==> src/rtl/rs_pkg.sv <==
package rs_pkg;
  parameter int RS_OP_W = 2;
  typedef logic [RS_OP_W-1:0] rs_op_t;
  localparam rs_op_t RS_OP_ADD = rs_op_t'(0);
  localparam rs_op_t RS_OP_SUB = rs_op_t'(1);
endpackage

==> src/rtl/rs_pick.sv <==
// Fixed-priority picker: lowest set request wins.
module rs_pick #(
  parameter int N = 3
) (
  input  logic [N-1:0] req,
  output logic [N-1:0] gnt,
  output logic         any
);
  genvar i;
  generate
    for (i = 0; i < N; i++) begin : g_pick
      if (i == 0) begin : g_first
        assign gnt[i] = req[i];
      end else begin : g_rest
        assign gnt[i] = req[i] & ~(|req[i-1:0]);
      end
    end
  endgenerate
  assign any = |req;
endmodule

==> src/rtl/rs_slot.sv <==
// One waiting slot: holds an operation and two operands as value or tag.
module rs_slot #(
  parameter int                DATA_W = 32,
  parameter int                TAG_W  = 3,
  parameter int                OP_W   = 2,
  parameter logic [TAG_W-1:0]  MY_TAG = 1
) (
  input  logic              clk,
  input  logic              rst_n,
  input  logic              alloc,
  input  logic [OP_W-1:0]   iss_op,
  input  logic [DATA_W-1:0] iss_vj,
  input  logic [TAG_W-1:0]  iss_qj,
  input  logic [DATA_W-1:0] iss_vk,
  input  logic [TAG_W-1:0]  iss_qk,
  input  logic              cdb_valid,
  input  logic [TAG_W-1:0]  cdb_tag,
  input  logic [DATA_W-1:0] cdb_data,
  input  logic              grant,
  output logic              busy,
  output logic              ready,
  output logic [OP_W-1:0]   op,
  output logic [DATA_W-1:0] vj,
  output logic [DATA_W-1:0] vk
);
  logic              busy_q, busy_d;
  logic              sent_q, sent_d;
  logic [OP_W-1:0]   op_q, op_d;
  logic [DATA_W-1:0] vj_q, vj_d, vk_q, vk_d;
  logic [TAG_W-1:0]  qj_q, qj_d, qk_q, qk_d;
  logic              en;
  logic              hit_iss_j, hit_iss_k, hit_j, hit_k, hit_own;

  assign hit_iss_j = cdb_valid && (iss_qj != '0) && (cdb_tag == iss_qj);
  assign hit_iss_k = cdb_valid && (iss_qk != '0) && (cdb_tag == iss_qk);
  assign hit_j     = cdb_valid && (qj_q != '0) && (cdb_tag == qj_q);
  assign hit_k     = cdb_valid && (qk_q != '0) && (cdb_tag == qk_q);
  assign hit_own   = cdb_valid && (cdb_tag == MY_TAG);
  assign en        = alloc | busy_q;

  always_comb begin
    busy_d = busy_q;
    sent_d = sent_q;
    op_d   = op_q;
    vj_d   = vj_q;
    vk_d   = vk_q;
    qj_d   = qj_q;
    qk_d   = qk_q;
    if (alloc) begin
      busy_d = 1'b1;
      sent_d = 1'b0;
      op_d   = iss_op;
      vj_d   = hit_iss_j ? cdb_data : iss_vj;
      qj_d   = hit_iss_j ? '0 : iss_qj;
      vk_d   = hit_iss_k ? cdb_data : iss_vk;
      qk_d   = hit_iss_k ? '0 : iss_qk;
    end else if (busy_q) begin
      if (hit_own) begin
        busy_d = 1'b0;
        sent_d = 1'b0;
        qj_d   = '0;
        qk_d   = '0;
      end else begin
        if (hit_j) begin
          vj_d = cdb_data;
          qj_d = '0;
        end
        if (hit_k) begin
          vk_d = cdb_data;
          qk_d = '0;
        end
        if (grant) sent_d = 1'b1;
      end
    end
  end

  always_ff @(posedge clk or negedge rst_n) begin
    if (!rst_n) begin
      busy_q <= 1'b0;
      sent_q <= 1'b0;
      qj_q   <= '0;
      qk_q   <= '0;
    end else if (en) begin
      busy_q <= busy_d;
      sent_q <= sent_d;
      qj_q   <= qj_d;
      qk_q   <= qk_d;
    end
  end

  always_ff @(posedge clk) begin
    if (en) begin
      op_q <= op_d;
      vj_q <= vj_d;
      vk_q <= vk_d;
    end
  end

  assign busy  = busy_q;
  assign ready = busy_q && !sent_q && (qj_q == '0) && (qk_q == '0);
  assign op    = op_q;
  assign vj    = vj_q;
  assign vk    = vk_q;

  assert_capture_j_R4: assert property (@(posedge clk) disable iff (!rst_n)
    (busy_q && !alloc && hit_j && !hit_own) |=> (qj_q == '0 && vj_q == $past(cdb_data)));
  assert_capture_k_R4: assert property (@(posedge clk) disable iff (!rst_n)
    (busy_q && !alloc && hit_k && !hit_own) |=> (qk_q == '0 && vk_q == $past(cdb_data)));
  assert_bypass_R8: assert property (@(posedge clk) disable iff (!rst_n)
    (alloc && hit_iss_j) |=> (qj_q == '0 && vj_q == $past(cdb_data)));
  assert_free_R9: assert property (@(posedge clk) disable iff (!rst_n)
    (busy_q && !alloc && hit_own) |=> !busy_q);
  assert_grant_ready_R6: assert property (@(posedge clk) disable iff (!rst_n)
    grant |-> (busy_q && qj_q == '0 && qk_q == '0));
  assert_alloc_free_R3: assert property (@(posedge clk) disable iff (!rst_n)
    alloc |-> !busy_q);
endmodule

==> src/rtl/rs_bank.sv <==
module rs_bank #(
  parameter int DATA_W   = 32,
  parameter int TAG_W    = 3,
  parameter int OP_W     = rs_pkg::RS_OP_W,
  parameter int N_SLOT   = 3,
  parameter int BASE_TAG = 1
) (
  input  logic              clk,
  input  logic              rst_n,
  input  logic              iss_valid,
  input  logic [OP_W-1:0]   iss_op,
  input  logic [DATA_W-1:0] iss_vj,
  input  logic [TAG_W-1:0]  iss_qj,
  input  logic [DATA_W-1:0] iss_vk,
  input  logic [TAG_W-1:0]  iss_qk,
  output logic              iss_ready,
  input  logic              cdb_valid,
  input  logic [TAG_W-1:0]  cdb_tag,
  input  logic [DATA_W-1:0] cdb_data,
  input  logic              unit_free,
  output logic              disp_valid,
  output logic [TAG_W-1:0]  disp_tag,
  output logic [OP_W-1:0]   disp_op,
  output logic [DATA_W-1:0] disp_a,
  output logic [DATA_W-1:0] disp_b
);
  localparam int LAST_TAG = BASE_TAG + N_SLOT - 1;

  logic [N_SLOT-1:0] busy_vec, free_vec, free_pick, alloc_vec;
  logic [N_SLOT-1:0] ready_vec, ready_pick, grant_vec;
  logic              any_free, any_ready;
  logic [OP_W-1:0]   op_arr [N_SLOT];
  logic [DATA_W-1:0] vj_arr [N_SLOT];
  logic [DATA_W-1:0] vk_arr [N_SLOT];

  assign free_vec  = ~busy_vec;
  assign alloc_vec = free_pick & {N_SLOT{iss_valid}};
  assign iss_ready = any_free;
  assign grant_vec = ready_pick & {N_SLOT{unit_free}};
  assign disp_valid = any_ready & unit_free;

  rs_pick #(.N(N_SLOT)) u_alloc_pick (.req(free_vec),  .gnt(free_pick),  .any(any_free));
  rs_pick #(.N(N_SLOT)) u_disp_pick  (.req(ready_vec), .gnt(ready_pick), .any(any_ready));

  genvar i;
  generate
    for (i = 0; i < N_SLOT; i++) begin : g_slot
      rs_slot #(
        .DATA_W(DATA_W), .TAG_W(TAG_W), .OP_W(OP_W),
        .MY_TAG(TAG_W'(BASE_TAG + i))
      ) u_slot (
        .clk(clk), .rst_n(rst_n), .alloc(alloc_vec[i]),
        .iss_op(iss_op), .iss_vj(iss_vj), .iss_qj(iss_qj),
        .iss_vk(iss_vk), .iss_qk(iss_qk),
        .cdb_valid(cdb_valid), .cdb_tag(cdb_tag), .cdb_data(cdb_data),
        .grant(grant_vec[i]), .busy(busy_vec[i]), .ready(ready_vec[i]),
        .op(op_arr[i]), .vj(vj_arr[i]), .vk(vk_arr[i])
      );
    end
  endgenerate

  always_comb begin
    disp_tag = '0;
    disp_op  = '0;
    disp_a   = '0;
    disp_b   = '0;
    for (int s = 0; s < N_SLOT; s++) begin
      if (ready_pick[s]) begin
        disp_tag = disp_tag | TAG_W'(BASE_TAG + s);
        disp_op  = disp_op  | op_arr[s];
        disp_a   = disp_a   | vj_arr[s];
        disp_b   = disp_b   | vk_arr[s];
      end
    end
  end

  assert_one_dispatch_R7: assert property (@(posedge clk) disable iff (!rst_n)
    $onehot0(grant_vec));
  assert_unit_gate_R7: assert property (@(posedge clk) disable iff (!rst_n)
    disp_valid |-> unit_free);
  assert_tag_range_R3: assert property (@(posedge clk) disable iff (!rst_n)
    disp_valid |-> (int'(disp_tag) >= BASE_TAG && int'(disp_tag) <= LAST_TAG));
  assert_full_stall_R2: assert property (@(posedge clk) disable iff (!rst_n)
    (iss_valid && !iss_ready) |=> ($countones(busy_vec) <= $countones($past(busy_vec))));
endmodule

==> config.mk <==
export PLATFORM = sky130hd
export DESIGN_NAME = rs_bank
export DESIGN_NICKNAME = d
export VERILOG_FILES = /design/src/rtl/rs_pkg.sv /design/src/rtl/rs_pick.sv /design/src/rtl/rs_slot.sv /design/src/rtl/rs_bank.sv
export SDC_FILE = /design/constraint.sdc
export NUM_CORES = 1
export LEC_CHECK = 0
export ABC_AREA = 1
export BUFFER_PORTS_ARGS = -buffer_cell sky130_fd_sc_hd__clkbuf_2
export CELL_PAD_IN_SITES_DETAIL_PLACEMENT = 0
export CELL_PAD_IN_SITES_GLOBAL_PLACEMENT = 1
export CORE_MARGIN = 10
export CORE_UTILIZATION = 39
export DETAILED_ROUTE_END_ITERATION = 8
export PLACE_DENSITY_LB_ADDON = 0.3
export REMOVE_ABC_BUFFERS = 1
export SLEW_MARGIN = 20
export SYNTH_ARGS = -nofsm -noshare
export SYNTH_HDL_FRONTEND = slang
export SYNTH_SLANG_ARGS = --single-unit
==> constraint.sdc <==
create_clock -name clk -period 3.6 [get_ports clk]
set_clock_uncertainty 0.05 [all_clocks]
set_input_delay 0.72 -clock clk [delete_from_list [all_inputs] [get_ports clk]]
set_output_delay 0.72 -clock clk [all_outputs]
set_load 0.02 [all_outputs]
==> reports/qor.csv <==
metric,value,unit
post-synthesis register bit count,222,
GPL Wtd Cong,0.856,
Mapped Avg Cell Area,8.27,sq um
flop2flop setup slack,1.08,ns
Setup CP Type,register to output pin,
"Seq/Total Area, Yosys",51.9,%
Fill cells,3197,
most frequent cells in the layout,"439 x nand3_1, 404 x nand2_1, 198 x edfxtp_1",
All-Layer GR Usage,23.8,%
largest family of logic cells by synthesized area,simple AND/OR/NAND/NOR gates,
"Design Area, Final",14900,sq um
GRT overflow,0,
TritonCTS clock tree,done,
vias in the first global route,12300,
Pwr Total,12300,uW
Max Transition Viols Final,0,
CTS buffer count,25,
fmax,0.298,GHz
Post-Synth XOR/XNOR Area,0.486,%
largest net degree at the start of global routing,73,
Setup-failing EPs final,0,
clk slew on worst S/H paths,0.06,ns
wire per inst,23.2,microns
worst IR drop on VDD,0.380,mV
Compound-Gate Fraction of Synth Area,1.22,%
Initial Util,39.8,%
final hold vios,0,
mux share of post-synthesis cell area,0,%
clock network power share,19.9,%
adder-cell share of the synthesized area,0,%
status,finished clean,
Top Ports,183,
Sink Count,222,
YS warnings,0,
DR iter-0 viols,1077,
hold crit path type,primary input to async pin,
Post-DP Area,14100,sq um
CP Capture Type,output pin,
Setup crit end,disp_b[10],
first-pass GRT wire length,71.8,mm
DP HPWL,29.4,mm
total setup buffers inserted after CTS,0,
Worst Reg-to-Reg Cells,8,
CTS H-tree lvls,1,
synthesized instance count,1526,
final net count,1781,
unrepaired setup endpoints after global routing,no,
Sw Share,46.8,%
Gate power share,50.6,%
Clock Path Buffers,3,
leak pwr,0.00673,uW
CORE AREA,31700,sq um
Net Switching,5770,uW
Final period util,93.2,%
routed vias,12100,
Final ANT Viol Nets,0,
final wirelength,48.4,mm
setup_tns,0,ns
crit start category,register,
Synth Area in Simple Gates,38.3,%
row cnt,65,
"commonest non-fill, non-tap cell in the layout",nand3_1,
Critical Path Source,g_slot[0].u_slot.busy,
die area,40000,sq um
die width,200,microns
Crit Reg-Reg Endpoint,g_slot[0].u_slot.vk[8],
Worst Path Required,2.83,ns
antenna violations before repair,0,
die height,200,microns
min Tclk post-route,3.35,ns
Worst-Margin Slew,1.02,ns
"Cell Area, Synth",12600,sq um
fraction of layout cells with a size suffix above 1,17.9,%
CTS Root Cell,clkbuf_16,
Maximum Capacitance Violations,0,
post-cts resize count,0,
Final Util,46.9,%
R2R Path Start,g_slot[0].u_slot.qk_q[0],
synth unique cells,27,
CP max FO,64,
CP arrival,2.58,ns
drc violations,0,
CTS Hold Buffers Added,0,
port buffer count,181,
Sequential Power Share,29.5,%
Power Density,828,nW/um^2
vias per inst,5.80,
Layout Area Growth over Synthesis,17.9,%
DR pass1 iterations,5,
Clock Latency Late Sink,0.54,ns
Slew HR,31.9,%
P_int,6560,uW
## per-layer routing
| layer | up-vias | wire length [microns] | global-route usage [%] |
|---|---|---|---|
| li1 | 5649 | - | - |
| met1 | 5770 | 19400 | 30.1 |
| met2 | 594 | 23400 | 40.9 |
| met3 | 109 | 4220 | 3.95 |
| met4 | 0 | 1390 | 7.15 |
| met5 | - | 0 | 0 |
## synth_stat cells, drive strengths merged
library cell    n  area share (%)
nand3         442              18
nor3            3            0.16
nor2           22            0.71
nand4         141             7.0
nor3b           1           0.059
o21bai          2            0.18
a21oi           9            0.45
conb            1           0.030
buf            70             2.9
dfrtp          24             4.8
inv           133             4.0
edfxtp        198              47
xor2            4            0.28
clkbuf         41             1.2
nand2         417              13
xnor2           3            0.21
o21ai          12            0.48
a21boi          2            0.12
nor4            1            0.17
## worst min path at each step
stage / from / end / depth (start not counted)
3_3_place_gp: g_slot[2].u_slot.qj_q[0] / g_slot[2].u_slot.qj_q[0] / 2
4_1_cts: rst_n / g_slot[0].u_slot.qk_q[0] / 1
6_report: rst_n / g_slot[0].u_slot.qj_q[2] / 1
5_1_grt: rst_n / g_slot[0].u_slot.qj_q[2] / 1
2_1_floorplan: rst_n / g_slot[0].u_slot.busy / 0
3_5_place_dp: g_slot[1].u_slot.qk_q[0] / g_slot[1].u_slot.qk_q[0] / 2
## critical path: stages (launching register included)
cell	delay, ns
dfrtp_1	0.52
nand2_1	0.25
nor2_4	0.07
nand2_4	0.30
buf_12	0.32
nand4_1	0.15
nand3_1	0.16
clkbuf_2	0.19
## state kept, by name (all words and copies together) (netlist names)
register and count:
g_slot.u_slot.sent_q 3, g_slot.u_slot.busy 3, g_slot.u_slot.op 6, g_slot.u_slot.vj 96, g_slot.u_slot.qj_q 9, g_slot.u_slot.qk_q 9, g_slot.u_slot.vk 96
## logic make-up after synthesis
logic type / count (synthesis)
AOI/OAI and AO/OA: 25
other: 1
DFF: 222
buffers and inverters: 244
and+or+nand+nor: 1027
xor gates and xnor gates: 7
## power by group through the flow
stage | clock network (uW) | registers, uW | logic, uW
after floorplan | 0 | 3680 | 3380
after global placement | 0 | 3680 | 6200
after detailed placement | 0 | 3690 | 6250
final | 2450 | 3640 | 6240
after CTS | 2470 | 3640 | 6270
after global routing | 2560 | 3680 | 6710
## final cells by class
cell class | count | area, sq um | area share [%]
Antenna cell | 1 | 2.50 | 0.0168
Clock buffer | 32 | 652 | 4.38
Clock inverter | 14 | 119 | 0.799
Inverter | 133 | 499 | 3.35
Multi-Input combinational cell | 1060 | 5190 | 34.8
Sequential cell | 222 | 6550 | 44.0
Tap cell | 402 | 503 | 3.38
Timing Repair Buffer | 227 | 1380 | 9.25
## per-stage QoR
step | std cells | setup slack (ns) | hold slack (ns)
2_1_floorplan | 1415 | -1.81 | 0.374
3_3_place_gp | 2044 | 0.795 | 0.439
3_5_place_dp | 2044 | 0.790 | 0.445
4_1_cts | 2090 | 0.250 | 0.186
5_1_grt | 2090 | 0.115 | 0.206
6_report | 2091 | 0.246 | 0.173
Note: power is estimated with default switching activity, not from simulation.
